## config.mk

```make
export PLATFORM = sky130hd
export DESIGN_NAME = sertx_core
export DESIGN_NICKNAME = d
export VERILOG_FILES = /design/src/rtl/sertx_pkg.sv /design/src/rtl/sertx_fmt_decode.sv /design/src/rtl/sertx_parity.sv /design/src/rtl/sertx_seq.sv /design/src/rtl/sertx_core.sv
export SDC_FILE = /design/constraint.sdc
export NUM_CORES = 1
export LEC_CHECK = 0
export BUFFER_PORTS_ARGS = -buffer_cell sky130_fd_sc_hd__buf_2
export CAP_MARGIN = 20
export CORE_MARGIN = 8
export CORE_UTILIZATION = 30
export DETAILED_ROUTE_END_ITERATION = 16
export GPL_TIMING_DRIVEN = 0
export HOLD_SLACK_MARGIN = 0.08
export SYNTH_ARGS = -nofsm -noshare
export SYNTH_HDL_FRONTEND = slang
export SYNTH_SLANG_ARGS = --single-unit
```

## constraint.sdc

```tcl
create_clock -name clk -period 2.12 [get_ports clk]
set_input_delay 0.318 -clock clk [delete_from_list [all_inputs] [get_ports clk]]
set_output_delay 0.318 -clock clk [all_outputs]
set_load 0.03 [all_outputs]
```

## src/rtl/sertx_pkg.sv

```systemverilog
package sertx_pkg;

    localparam int unsigned OSR_DEF   = 16;
    localparam int unsigned DATA_W    = 8;
    localparam int unsigned CTRL_W    = 8;
    localparam int unsigned BIDX_W    = $clog2(DATA_W);

    typedef enum logic [2:0] {
        ST_IDLE,
        ST_START,
        ST_DATA,
        ST_PAR,
        ST_STOP
    } tx_state_e;

    typedef enum logic [1:0] {
        PAR_ODD  = 2'b00,
        PAR_EVEN = 2'b01,
        PAR_ONE  = 2'b10,
        PAR_ZERO = 2'b11
    } par_mode_e;

    typedef enum logic [1:0] {
        STOP_ONE,
        STOP_ONE_HALF,
        STOP_TWO
    } stop_len_e;

    typedef struct packed {
        logic [BIDX_W-1:0] last_idx;
        logic              par_en;
        par_mode_e         par_mode;
        stop_len_e         stop_len;
    } frame_fmt_t;

endpackage

```

## src/rtl/sertx_fmt_decode.sv

```systemverilog
module sertx_fmt_decode
    import sertx_pkg::*;
(
    input  logic [CTRL_W-1:0] ctrl,
    output frame_fmt_t        fmt,
    output logic              brk
);

    logic unused_latch_sel;

    assign unused_latch_sel = ctrl[7];

    always_comb begin
        fmt.last_idx = BIDX_W'(4) + BIDX_W'(ctrl[1:0]);
        fmt.par_en   = ctrl[3];
        fmt.par_mode = par_mode_e'(ctrl[5:4]);
        if (!ctrl[2]) begin
            fmt.stop_len = STOP_ONE;
        end else if (ctrl[1:0] == 2'b00) begin
            fmt.stop_len = STOP_ONE_HALF;
        end else begin
            fmt.stop_len = STOP_TWO;
        end
        brk = ctrl[6];
    end

endmodule

```

## src/rtl/sertx_parity.sv

```systemverilog
module sertx_parity
    import sertx_pkg::*;
#(
    parameter int unsigned W = DATA_W
) (
    input  logic [W-1:0]      data,
    input  logic [BIDX_W-1:0] last_idx,
    input  par_mode_e         mode,
    output logic              par_bit
);

    logic [W-1:0] keep;
    logic         xsum;

    for (genvar i = 0; i < W; i++) begin : g_mask
        assign keep[i] = data[i] & (BIDX_W'(i) <= last_idx);
    end

    assign xsum = ^keep;

    always_comb begin
        unique case (mode)
            PAR_ODD:  par_bit = ~xsum;
            PAR_EVEN: par_bit = xsum;
            PAR_ONE:  par_bit = 1'b1;
            default:  par_bit = 1'b0;
        endcase
    end

endmodule

```

## src/rtl/sertx_seq.sv

```systemverilog
module sertx_seq
    import sertx_pkg::*;
#(
    parameter int unsigned OSR = OSR_DEF,
    parameter int unsigned W   = DATA_W
) (
    input  logic         clk,
    input  logic         rst_n,
    input  logic         tick,
    input  logic         load,
    input  logic [W-1:0] load_data,
    input  frame_fmt_t   load_fmt,
    input  logic         load_par,
    output logic         line,
    output logic         idle
);

    localparam int unsigned CNT_W = $clog2(2 * OSR);
    localparam logic [CNT_W-1:0] LIM_BIT  = CNT_W'(OSR - 1);
    localparam logic [CNT_W-1:0] LIM_HALF = CNT_W'(OSR + OSR / 2 - 1);
    localparam logic [CNT_W-1:0] LIM_TWO  = CNT_W'(2 * OSR - 1);

    typedef struct packed {
        tx_state_e         st;
        logic [CNT_W-1:0]  cnt;
        logic [BIDX_W-1:0] bidx;
        logic [W-1:0]      shreg;
        frame_fmt_t        fmt;
        logic              par;
        logic              line;
    } seq_t;

    seq_t q, d;
    logic [CNT_W-1:0] stop_lim;

    always_comb begin
        unique case (q.fmt.stop_len)
            STOP_ONE:      stop_lim = LIM_BIT;
            STOP_ONE_HALF: stop_lim = LIM_HALF;
            default:       stop_lim = LIM_TWO;
        endcase
    end

    always_comb begin
        d = q;
        unique case (q.st)
            ST_IDLE: begin
                if (load) begin
                    d.st    = ST_START;
                    d.cnt   = '0;
                    d.bidx  = '0;
                    d.shreg = load_data;
                    d.fmt   = load_fmt;
                    d.par   = load_par;
                end
            end
            ST_START: begin
                if (tick) begin
                    if (q.cnt == LIM_BIT) begin
                        d.st  = ST_DATA;
                        d.cnt = '0;
                    end else begin
                        d.cnt = q.cnt + 1'b1;
                    end
                end
            end
            ST_DATA: begin
                if (tick) begin
                    if (q.cnt == LIM_BIT) begin
                        d.cnt   = '0;
                        d.shreg = q.shreg >> 1;
                        if (q.bidx == q.fmt.last_idx) begin
                            d.st = q.fmt.par_en ? ST_PAR : ST_STOP;
                        end else begin
                            d.bidx = q.bidx + 1'b1;
                        end
                    end else begin
                        d.cnt = q.cnt + 1'b1;
                    end
                end
            end
            ST_PAR: begin
                if (tick) begin
                    if (q.cnt == LIM_BIT) begin
                        d.st  = ST_STOP;
                        d.cnt = '0;
                    end else begin
                        d.cnt = q.cnt + 1'b1;
                    end
                end
            end
            default: begin
                if (tick) begin
                    if (q.cnt == stop_lim) begin
                        d.st  = ST_IDLE;
                        d.cnt = '0;
                    end else begin
                        d.cnt = q.cnt + 1'b1;
                    end
                end
            end
        endcase

        unique case (d.st)
            ST_START: d.line = 1'b0;
            ST_DATA:  d.line = d.shreg[0];
            ST_PAR:   d.line = d.par;
            default:  d.line = 1'b1;
        endcase
    end

    always_ff @(posedge clk or negedge rst_n) begin
        if (!rst_n) begin
            q.st    <= ST_IDLE;
            q.cnt   <= '0;
            q.bidx  <= '0;
            q.shreg <= '0;
            q.fmt   <= '0;
            q.par   <= 1'b0;
            q.line  <= 1'b1;
        end else begin
            q <= d;
        end
    end

    assign line = q.line;
    assign idle = (q.st == ST_IDLE);

endmodule

```

## src/rtl/sertx_core.sv

```systemverilog
module sertx_core
    import sertx_pkg::*;
#(
    parameter int unsigned OSR = OSR_DEF
) (
    input  logic              clk,
    input  logic              rst_n,
    input  logic              tick,
    input  logic [CTRL_W-1:0] ctrl,
    input  logic [DATA_W-1:0] data,
    input  logic              valid,
    output logic              ready,
    output logic              txd,
    output logic              busy
);

    frame_fmt_t fmt_now;
    logic       brk_now;
    logic       par_now;
    logic       seq_line;
    logic       seq_idle;
    logic       take;

    sertx_fmt_decode u_dec (
        .ctrl (ctrl),
        .fmt  (fmt_now),
        .brk  (brk_now)
    );

    sertx_parity #(.W(DATA_W)) u_par (
        .data     (data),
        .last_idx (fmt_now.last_idx),
        .mode     (fmt_now.par_mode),
        .par_bit  (par_now)
    );

    assign take = valid & seq_idle;

    sertx_seq #(.OSR(OSR), .W(DATA_W)) u_seq (
        .clk       (clk),
        .rst_n     (rst_n),
        .tick      (tick),
        .load      (take),
        .load_data (data),
        .load_fmt  (fmt_now),
        .load_par  (par_now),
        .line      (seq_line),
        .idle      (seq_idle)
    );

    assign ready = seq_idle;
    assign busy  = ~seq_idle;
    assign txd   = seq_line & ~brk_now;

endmodule

```

## After elaboration in Yosys (flattened, before gate mapping)

Cells that the tools add are included.

- Register bits after elaboration: 29
- Bits of input ports: 20
- Output and inout bits: 3

- $add $sub $neg: 3
- Magnitude comparators: 8
- Equality and inequality tests: 18
- Muxes and demuxes: 23
- Bitwise logic cells: 13
- Reduce and logical (&&, ||, !) cells: 11

Operators with widths:

| operator | count |
|---|---|
| 8-bit one-hot mux with 4 select lines | 1 |
| 28-bit two-way mux | 1 |
| 8-bit two-way mux | 3 |
| 11-bit one-hot mux with 2 select lines | 1 |
| 3-bit two-way mux | 7 |
| 19-bit two-way mux | 1 |
| 3-bit by 2-bit equality test with 1-bit output, second input constant | 4 |
| 3-bit <= comparator, first input constant | 4 |
| 11-bit two-way mux | 1 |
| 1-bit AND | 10 |
| 5-bit two-way mux | 2 |
| 5-bit one-hot mux with 2 select lines | 1 |
| 5-bit AND reduction | 2 |
| 2-bit != test, second input constant | 4 |
| 8-bit parity | 1 |
| 3-bit by 1-bit equality test with 1-bit output, second input constant | 2 |
| 1-bit by 3-bit <= comparator with 1-bit output, first input constant | 2 |
| 2-bit by 3-bit <= comparator with 1-bit output, first input constant | 2 |
| 2-bit zero test | 3 |
| 1-bit one-hot mux with 3 select lines | 2 |
| 5-bit by 1-bit adder with 5-bit output, second input constant | 1 |
| 5-bit by 4-bit equality test with 1-bit output, second input constant | 1 |
| 5-bit equality test | 1 |
| 2-bit by 1-bit equality test with 1-bit output, second input constant | 2 |
| 12 further kinds | 17 |

## Logic depth before layout (Yosys ltp)

Gate-level depths: netlist of run 1.

- Depth in word-level cells: 10
- Gate-level depth with buffers: 9

## By module

A second synthesis of run 1 with hierarchy kept.

- Cells, all modules: 169
- Area, all modules: 1,750.4 um^2

By module, submodules not included:

| module | times used | cells an instance | area each (um^2) | sequential area each (um^2) |
|---|---|---|---|---|
| sertx_seq | 1 | 133 | 1,477.7 | 676.9 |
| sertx_parity | 1 | 23 | 172.7 | 0.0 |
| sertx_fmt_decode | 1 | 10 | 76.3 | 0.0 |
| sertx_core | 1 | 3 | 23.8 | 0.0 |

## Least setup slack after synthesis of run 1

OpenSTA, ideal clock, no wires.

- Path type: flip-flop to flip-flop
- From: reg u_seq.q[21] (netlist bit)
- To: reg, netlist name u_seq.line
- Setup time: 84 ps
- Data arrival time: 2,123 ps
- Path slack: -86 ps
- Cell stages (with the launch flop): 9
- Buffers on the path: 1
- Period minus slack after synthesis: 2,206 ps
- Cell sequence: dfrtp_1 > ha_1 > and3_1 > ha_1 > and3_1 > buf_2 > a221o_1 > o21a_1 > a311o_1

RTL lines:

| item | line | RTL |
|---|---|---|
| start: declaration | sertx_seq.sv:33 | `seq_t q, d;` |

==> impl_metrics.env, run 1 <==
export IMPL_cts_root_buf="clkbuf_8"
export IMPL_post_synth_top_count_cell="nand2_1"
export IMPL_portBuffers=21
export IMPL_crit_slowest_cell="dfrtp_1"
export IMPL_max_cap_violations=0
export IMPL_violations="negative setup slack"
export IMPL_dpl_hpwl_mm=2.616
export IMPL_worst_slack_ns=-0.003489
export IMPL_period_share_pct=100.2
export IMPL_slew_violations=0
export IMPL_dr_total_vias=1341
export IMPL_syn_area_per_cell_um2=8.766
export IMPL_die_w_um=87.71
export IMPL_critPathMaxFanout=8
export IMPL_ys_seq_area_share_pct=43.88
export IMPL_hold_violations=0
export IMPL_nNetsFinal=234
export IMPL_antenna_cells=0
export IMPL_avgRoutedWirePerCell_um=12.79
export IMPL_dp_cells=267
export IMPL_cpPeakStageDelay_ns=0.39
export IMPL_io_pins=23
export IMPL_grt_pass1_vias=1367
export IMPL_routabilityCongestion=0.7279
export IMPL_ys_warn_count=0
export IMPL_ant_nets=0
export IMPL_grt_ovfl_total=0
export IMPL_p_leak_nw=0.8436
export IMPL_syn_nets=201
export IMPL_skew_ns=0.004255
export IMPL_p_per_area_mw_per_mm2=966.9
export IMPL_fin_area_mm2=0.001903
export IMPL_syn_instance_count=176
export IMPL_routed_via_density=4.824
export IMPL_synth_top_family_by_area="simple AND/OR/NAND/NOR gates"
export IMPL_status="finished, violations left"
export IMPL_synth_top_area_cell="dfrtp_1"
export IMPL_core_area_mm2=0.005042
export IMPL_synth_mux_area_fraction_pct=0
export IMPL_drt_iter0_drc=53
export IMPL_max_vdd_ir_drop_v=0.0004866
export IMPL_critPathCaptureType="register"
export IMPL_cp_cell_sequence="ha_2 > and3_4 > ha_4 > and3_1 > buf_6 > a221o_1 > o21a_1 > a311o_1"
export IMPL_critical_path_class="reg2reg"
export IMPL_worst_slew_margin_rel_pct=59.22
export IMPL_grt_max_degree=28
export IMPL_tritoncts="built"
export IMPL_drtPass1Iterations=4
export IMPL_ys_seq_elements=27
export IMPL_critPathTopFamily="compound AO/OA/AOI/OAI gates"
export IMPL_cts_max_path_buffers=2
export IMPL_fin_util_pct=37.74
export IMPL_synth_edf_count=0
export IMPL_grt_pass1_wl_mm=6.161
export IMPL_fin_setup_tns_ns=-0.003489
export IMPL_synth_ff_type="dfrtp_1"
export IMPL_worst_slew_pin_slew_ns=0.6118
export IMPL_fp_dieH_um=87.71
export IMPL_synth_area_mm2=0.001543
export IMPL_clk_pin_slew_worst_paths_ns=0.09
export IMPL_drive_gt1_share_pct=22.60
export IMPL_netlist_area_leader_share_pct=42.17
export IMPL_yosys_area_share_simple_pct=24.66
export IMPL_synth_area_leaders="dfrtp_1 (42%), nand2_1 (7.5%), o21ai_0 (6.2%), nor2_1 (4.1%), ha_1 (4.1%)"
export IMPL_drc_errors=0
export IMPL_area_growth_pct=23.36
export IMPL_stdcell_count=278
export IMPL_finalCriticalPeriod_ns=2.123
export IMPL_placementRows=26
export IMPL_cp_required_ns=2.32
export IMPL_antenna_found_initial=0
export IMPL_rsz0062_at_grt="yes"
export IMPL_worstPathArrival_ns=2.32
export IMPL_synth_xor_area_share_pct=4.866
export IMPL_initial_utilization_pct=30.60
export IMPL_synth_compound_area_share_pct=18.82
export IMPL_finalSetupViolations=1
export IMPL_place_area_mm2=0.001748
export IMPL_synth_top_cells_by_count="nand2_1 (31), dfrtp_1 (26), o21ai_0 (19)"
export IMPL_wl_mm=3.557
export IMPL_holdCritPathClass="in2reg"
export IMPL_fmax_mhz=470.9
export IMPL_fillers=518
export IMPL_worst_path_buf_inv=1
export IMPL_die_area_mm2=0.007693
export IMPL_grt_usage_pct=9.984
export IMPL_start_kind="register"
export IMPL_post_synth_num_cell_types=44
export IMPL_post_synth_fa_ha_maj_area_fraction_pct=4.055
export IMPL_cts_buffers_inserted=3
export IMPL_async_flop_share_pct=100.0
export IMPL_htree_levels=1
export IMPL_clkSinkCount=27
export IMPL_clock_latency_ns=0.27
[path summary, 6_finish.rpt]
| kind | from | to | slack, ns | cells past startpoint |
|---|---|---|---|---|
| max | u_seq.q[22] | u_seq.line | -0.003 | 8 |
| max in group asynchronous | rst_n | u_seq.q[26] | 1.14 | 2 |
| min in group asynchronous | rst_n | u_seq.q[7] | 0.58 | 2 |
| max reg2reg | u_seq.q[22] | u_seq.line | -0.003 | 8 |
| min | ctrl[3] | u_seq.q[6] | 0.25 | 3 |
| min reg2reg | u_seq.q[9] | u_seq.q[9] | 0.50 | 1 |
[placed cells by master (no fill, tap or decap), types with 4 or more instances in the layout]
master / Yosys / final
nand2_1: 31 / 30
nor2_1: 17 / 17
dfrtp_1: 26 / 26
clkbuf_1: 4 / 4
nand3_1: 7 / 6
inv_1: 6 / 6
a21oi_1: 8 / 8
buf_4: 0 / 6
buf_2: 1 / 22
o21ai_0: 19 / 18
xnor2_1: 5 / 5
[kinds of logic after synthesis]
logic type / count (synthesis)
simple gates: 79
compound gates: 45
flops: 27
buf+inv: 13
xor+xnor: 7
fa+ha+maj: 5
[sequential cells by signal, summed over array words and instances, names as in the netlist]
name,cells
u_seq.q,26
u_seq.line,1
[cell type report]
class | instances | area [µm²] | share of cell area, %
plain buffers | 6 | 38.79 | 2.038
clock buffers | 4 | 45.04 | 2.367
inverters | 7 | 28.78 | 1.512
multi-input cells | 136 | 865.8 | 45.50
flip-flops and latches | 27 | 676.9 | 35.57
well taps | 70 | 87.58 | 4.602
repair buffers | 28 | 160.2 | 8.416
[per-stage QoR]
| stage | hold slack, ns | power, mW | worst slack (ns) |
|---|---|---|---|
| 2_1_floorplan | 0.02241 | 1.304 | 0.003295 |
| 3_3_place_gp | 0.3706 | 1.477 | -0.1674 |
| 3_5_place_dp | 0.3736 | 1.490 | -0.1808 |
| 4_1_cts | 0.2312 | 1.856 | 0.006013 |
| 5_1_grt | 0.2574 | 2.006 | -0.09108 |
| 6_report | 0.2478 | 1.840 | -0.003489 |
[report_power, final]
group	internal, mW	switching, mW
logic	0.321	0.372
clock network	0.135	0.157
registers	0.699	0.155
total	1.16	0.685
[what timing repair did]
item,4_1_cts,5_1_grt
pin swaps,4,0
setup endpoints to repair,4,6
endpoints found under the hold margin,26,0
gates cloned,0,0
gates resized for setup,7,6
hold buffers,1,0
setup buffers,6,1
[worst register-to-register path, delay by kind of cell, from the launching register on]
kind,cells,cell delay [ns]
AO/OA/AOI/OAI,3,0.80
flip-flops,1,0.39
AND/OR/NAND/NOR,2,0.36
adder cells (fa/ha/maj),2,0.35
buffers and inverters,1,0.13
[metal layers]
layer / GRT usage [%] / routed length [µm] / vias up
met4: 3.281 / 36 / 0
met1: 12.40 / 1737 / 639
met5: 0 / 0 / -
met2: 16.96 / 1705 / 18
met3: 1.689 / 79 / 4
li1: - / - / 680
(Power assumes the default switching activity.)
==> run 2, diff against run 1 <==
Settings changed: ABC_AREA set to 1.
==> impl_metrics.env, run 2 <==
export IMPL_ys_seq_elements=27
export IMPL_clk_pin_slew_worst_paths_ns=0.11
export IMPL_synth_top_cells_by_count="nand2_1 (48), inv_1 (40), dfrtp_1 (26)"
export IMPL_grt_met2_usage_pct=15.03
export IMPL_worstPathArrival_ns=2.03
export IMPL_synth_area_leaders="dfrtp_1 (39%), nand2_1 (11%), inv_1 (9.0%), o21ai_0 (5.4%), nand3_1 (5.1%)"
export IMPL_drtPass1Iterations=4
export IMPL_core_area_mm2=0.005439
export IMPL_grt_max_degree=28
export IMPL_critPathMaxFanout=6
export IMPL_syn_area_per_cell_um2=7.473
export IMPL_critPathCaptureType="register"
export IMPL_p_total_mw=1.473
export IMPL_wl_mm=3.534
export IMPL_synth_edf_count=0
export IMPL_nNetsFinal=275
export IMPL_power_frac_seq_pct=49.7
export IMPL_die_w_um=90.37
export IMPL_ys_seq_area_share_pct=40.80
export IMPL_status="completed"
export IMPL_clock_latency_ns=0.29
export IMPL_synth_area_mm2=0.001659
export IMPL_largest_register_ffs=26
export IMPL_grt_pass1_wl_mm=6.334
export IMPL_dpl_hpwl_mm=2.757
export IMPL_async_flop_share_pct=100.0
export IMPL_top_register="u_seq.q"
export IMPL_cts_max_path_buffers=2
export IMPL_hold_violations=0
export IMPL_io_pins=23
export IMPL_clkPwrFrac_pct=22.0
export IMPL_holdWs_ns=0.2522
export IMPL_routed_via_density=4.526
export IMPL_finalCriticalPeriod_ns=1.862
export IMPL_place_area_mm2=0.001854
export IMPL_cpMostUsedCell="nand2_1"
export IMPL_final_cell_mix="nand2_1 (48), inv_1 (39), dfrtp_1 (26)"
export IMPL_post_synth_top_count_cell="nand2_1"
export IMPL_fin_area_mm2=0.001924
export IMPL_met3_usage_pct=2.244
export IMPL_gr_max_usage_layer="met2"
export IMPL_power_share_combinational_pct=28.3
export IMPL_drive_gt1_share_pct=17.27
export IMPL_initial_utilization_pct=30.50
export IMPL_cts_root_buf="clkbuf_8"
export IMPL_placementRows=27
export IMPL_cts_buffers_inserted=3
export IMPL_avgRoutedWirePerCell_um=11.01
export IMPL_antenna_found_initial=0
export IMPL_seq_area_um2=676.9
export IMPL_swShare_pct=33.88
export IMPL_grtUsageMet1_pct=11.15
export IMPL_worst_slack_ns=0.2583
export IMPL_grt_pass1_vias=1481
export IMPL_finalSetupViolations=0
export IMPL_post_place_ws_ns=0.1196
export IMPL_ys_warn_count=0
export IMPL_multiInputGateArea_um2=802.0
export IMPL_portBuffers=21
export IMPL_skew_ns=0.007033
export IMPL_cp_required_ns=2.29
export IMPL_stdcell_count=321
export IMPL_antenna_cells=0
export IMPL_post_synth_num_cell_types=31
export IMPL_drc_errors=0
export IMPL_grt_usage_pct=9.153
export IMPL_syn_instance_count=222
export IMPL_worst_slew_margin_rel_pct=57.53
export IMPL_cp_cell_sequence="ha_1 > nand2_1 > nor2_2 > ha_1 > nand2_1 > inv_2 > nand2_1 > nor2_1 > a22oi_1 > o21ai_0"
export IMPL_reg_largest_list="u_seq.q: 26 flops, u_seq.line: 1 flops"
export IMPL_period_share_pct=87.81
export IMPL_internal_power_uw=974.2
export IMPL_drt_iter0_drc=65
export IMPL_fillers=562
export IMPL_synth_top_area_cell="dfrtp_1"
export IMPL_fp_dieH_um=90.37
export IMPL_fmax_mhz=537.2
export IMPL_tritoncts="built"
export IMPL_ant_nets=0
export IMPL_max_vdd_ir_drop_v=0.0003368
export IMPL_netlist_area_leader_share_pct=39.22
export IMPL_area_growth_pct=15.99
export IMPL_p_leak_nw=0.9733
export IMPL_dp_cells=315
export IMPL_die_area_mm2=0.008166
export IMPL_syn_nets=247
export IMPL_dr_total_vias=1453
export IMPL_synth_ff_type="dfrtp_1"
export IMPL_p_per_area_mw_per_mm2=765.6
export IMPL_rsz0062_at_grt="no"
export IMPL_max_cap_violations=0
export IMPL_clkSinkCount=27
export IMPL_grt_ovfl_total=0
export IMPL_start_kind="register"
export IMPL_fin_setup_tns_ns=0
export IMPL_htree_levels=1
export IMPL_layout_commonest_cell="nand2_1"
export IMPL_worst_slew_pin_slew_ns=0.6371
export IMPL_crit_slowest_cell="dfrtp_1"
export IMPL_power_switching_uw=499.1
export IMPL_critical_path_class="reg2reg"
export IMPL_cpPeakStageDelay_ns=0.41
export IMPL_slew_violations=0
export IMPL_holdCritPathClass="in2reg"
export IMPL_routabilityCongestion=0.7750
export IMPL_fin_util_pct=35.38
[run 2: cell count changes after synthesis, moves of 3 or more]
cell      before  now
a21oi_1        8    4
a22oi_1        0    5
and3_1         4    1
clkbuf_1       4    0
inv_1          6   40
nand2_1       31   48
nand2b_1       3    0
nand3_1        7   17
nor2b_1        3    0
o21ai_1        0    3
o22ai_1        0    3
[run 2: repair_timing]
item	CTS	global route
endpoints found under the hold margin	26	0
gates resized for setup	0	2
hold buffers	1	0
endpoints found under the setup margin	0	5
buffers inserted	0	1
[run 2: worst paths after layout]
path                             start     endpoint  slack (ns)  cells after the start
hold / removal                 ctrl[3]   u_seq.q[6]        0.25                      3
setup / recovery           u_seq.q[21]  u_seq.q[11]        0.26                     10
max in group asynchronous        rst_n  u_seq.q[28]        1.13                      2
setup reg to reg           u_seq.q[21]  u_seq.q[11]        0.26                     10
hold reg to reg             u_seq.q[9]   u_seq.q[9]        0.50                      1
min in group asynchronous        rst_n  u_seq.q[21]        0.58                      2
[run 2: power by group through the flow]
stage                     sequential, mW  combinational, mW  clock [mW]
after global routing               0.749              0.485       0.353
after detailed placement           0.745              0.418           0
final                              0.732              0.417       0.324
after global placement             0.742              0.406           0
after floorplan                    0.730              0.317           0
after CTS                          0.733              0.422       0.341
[run 2: kinds of logic after synthesis]
kind of cell | count (synthesis) | share of synthesized area [%]
adder cells (fa/ha/maj) | 5 | 3.771
XOR/XNOR | 8 | 4.223
AO/OA/AOI/OAI | 41 | 14.86
AND/OR/NAND/NOR | 95 | 25.34
flip-flops | 27 | 40.80
buffers and inverters | 46 | 11.01
[run 2: worst max-delay path: cells and delay by family (launching register included)]
family / cells / cell delay [ns]
flip-flops: 1 / 0.41
buffers and inverters: 1 / 0.08
adder cells (fa/ha/maj): 2 / 0.41
AND/OR/NAND/NOR: 5 / 0.59
AO/OA/AOI/OAI: 2 / 0.25
[run 2: area by class of cell]
type                       instances  share of cell area [%]
timing repair buffer              23                   6.372
clock buffer                       3                   2.146
inverter                          43                   8.388
multi-input combinational        149                   41.68
sequential                        27                   35.18
tap                               72                   4.681
clock inverter                     1                  0.4551
buffer                             3                   1.105
[run 2: per-layer routing]
layer,vias to the layer above,routed length (µm)
met5,-,0
met4,0,55
met3,5,165
met2,29,1547
met1,651,1766
li1,768,-
==> run 3, diff against run 2 <==
Settings changed: BUFFER_PORTS_ARGS -buffer_cell sky130_fd_sc_hd__buf_2 to -buffer_cell sky130_fd_sc_hd__clkbuf_2, SETUP_SLACK_MARGIN set to 0.2.
==> impl_metrics.env, run 3 (same netlist as run 2, synthesis figures left out) <==
export IMPL_ant_nets=0
export IMPL_finalCriticalPeriod_ns=1.831
export IMPL_cp_required_ns=2.30
export IMPL_avgRoutedWirePerCell_um=11.33
export IMPL_clock_latency_ns=0.28
export IMPL_grt_ovfl_total=0
export IMPL_fillers=563
export IMPL_die_w_um=90.37
export IMPL_rsz0062_at_grt="no"
export IMPL_portBuffers=21
export IMPL_holdWs_ns=0.06379
export IMPL_dpl_hpwl_mm=2.790
export IMPL_critPathMaxFanout=5
export IMPL_area_growth_pct=22.78
export IMPL_fin_setup_tns_ns=0
export IMPL_initial_utilization_pct=30.50
export IMPL_largest_register_ffs=26
export IMPL_drtPass1Iterations=4
export IMPL_layout_commonest_cell="nand2_1"
export IMPL_status="completed"
export IMPL_grt_pass1_vias=1469
export IMPL_max_cap_violations=0
export IMPL_p_leak_nw=1.024
export IMPL_max_vdd_ir_drop_v=0.0003317
export IMPL_drt_iter0_drc=38
export IMPL_clk_pin_slew_worst_paths_ns=0.10
export IMPL_start_kind="register"
export IMPL_nNetsFinal=279
export IMPL_clkSinkCount=27
export IMPL_reg2reg_depth=11
export IMPL_worstPathArrival_ns=2.01
export IMPL_cts_root_buf="clkbuf_8"
export IMPL_cts_buffers_inserted=3
export IMPL_dr_total_vias=1468
export IMPL_critPathCaptureType="register"
export IMPL_cts_hold_buf=0
export IMPL_fp_dieH_um=90.37
export IMPL_skew_ns=0.006061
export IMPL_routabilityCongestion=0.7813
export IMPL_worst_slew_pin_slew_ns=0.7003
export IMPL_core_area_mm2=0.005439
export IMPL_fmax_mhz=546.1
export IMPL_wl_mm=3.682
export IMPL_antenna_found_initial=0
export IMPL_placementRows=27
export IMPL_final_cell_mix="nand2_1 (46), inv_1 (37), dfrtp_1 (26)"
export IMPL_p_per_area_mw_per_mm2=738.8
export IMPL_cts_max_path_buffers=2
export IMPL_drive_gt1_share_pct=23.72
export IMPL_holdCritPathClass="in2async"
export IMPL_reg_largest_list="u_seq.q: 26 flops, u_seq.line: 1 flops"
export IMPL_critical_path_class="reg2reg"
export IMPL_p_total_mw=1.505
export IMPL_die_area_mm2=0.008166
export IMPL_period_share_pct=86.38
export IMPL_drc_errors=0
export IMPL_grt_pass1_wl_mm=6.417
export IMPL_antenna_cells=0
export IMPL_tritoncts="built"
export IMPL_grt_usage_pct=9.348
export IMPL_grt_max_degree=28
export IMPL_worst_slew_margin_rel_pct=53.32
export IMPL_slew_violations=0
export IMPL_htree_levels=1
export IMPL_io_pins=23
export IMPL_routed_via_density=4.517
export IMPL_top_register="u_seq.q"
export IMPL_finalSetupViolations=0
export IMPL_hold_violations=0
[run 3: changes by cell type in the layout (fill, tap and decap cells not counted), sizes merged]
cell,before,now
clkbuf,3,24
buf,25,9
clkinvlp,0,1
dlygate4sd3,1,0
inv,44,43
[run 3: critical path: stages, from the launching register on]
cell and delay [ns]:
dfrtp_1 0.41, ha_4 0.17, nand2_4 0.06, nor2_4 0.15, buf_4 0.12, ha_1 0.13, nand2_1 0.09, nor2_2 0.16
inv_2 0.07, nand2_4 0.09, o21ai_2 0.08, a32o_1 0.20
[run 3: layout make-up]
class / count / area (µm²) / area share, %
multi-input combinational: 149 / 879.6 / 43.18
inverter: 43 / 163.9 / 8.047
buffer: 3 / 27.53 / 1.351
timing repair buffer: 27 / 150.1 / 7.371
clock inverter: 1 / 7.507 / 0.3686
tap: 72 / 90.09 / 4.423
sequential: 27 / 676.9 / 33.23
clock buffer: 3 / 41.29 / 2.027
[run 3: layer usage]
metal	share of wire, %	routed length (µm)	GRT usage [%]	up-vias
li1	-	-	-	774
met5	0	0	0	-
met3	4.3	157	2.494	5
met4	1.5	57	4.161	0
met2	45	1662	15.34	21
met1	49	1804	11.17	668
[run 3: power breakdown]
group	total (mW)	switching [mW]	internal, mW	leakage (nW)
Clock	0.307	0.173	0.134	0.0217
Sequential	0.741	0.0767	0.665	0.332
Combinational	0.456	0.268	0.188	0.671
[run 3: path summary, 6_finish.rpt]
path / start / to / slack (ns)
worst max-delay path: u_seq.q[22] / u_seq.q[19] / 0.29
worst min-delay path: rst_n / u_seq.q[21] / 0.06
worst max register to register: u_seq.q[22] / u_seq.q[19] / 0.29
worst min register to register: u_seq.q[9] / u_seq.q[9] / 0.51
max in group asynchronous: rst_n / u_seq.q[26] / 1.61
min in group clk: ctrl[3] / u_seq.q[6] / 0.26
[run 3: stage by stage]
stage	instances	cell area [µm²]	worst slack [ns]	util (%)
2_1_floorplan	222	1659	0.3846	-
3_3_place_gp	315	1854	0.1848	34.09
3_5_place_dp	315	1854	0.1612	34.09
4_1_cts	319	1908	0.2338	35.08
5_1_grt	325	2037	0.2001	37.45
6_report	325	2037	0.2888	37.45
[run 3: what timing repair did]
item | CTS | global route
endpoints found under the setup margin | 3 | 14
cloned | 0 | 0
buffers inserted | 0 | 6
resized for setup | 3 | 23
pin swaps | 0 | 4
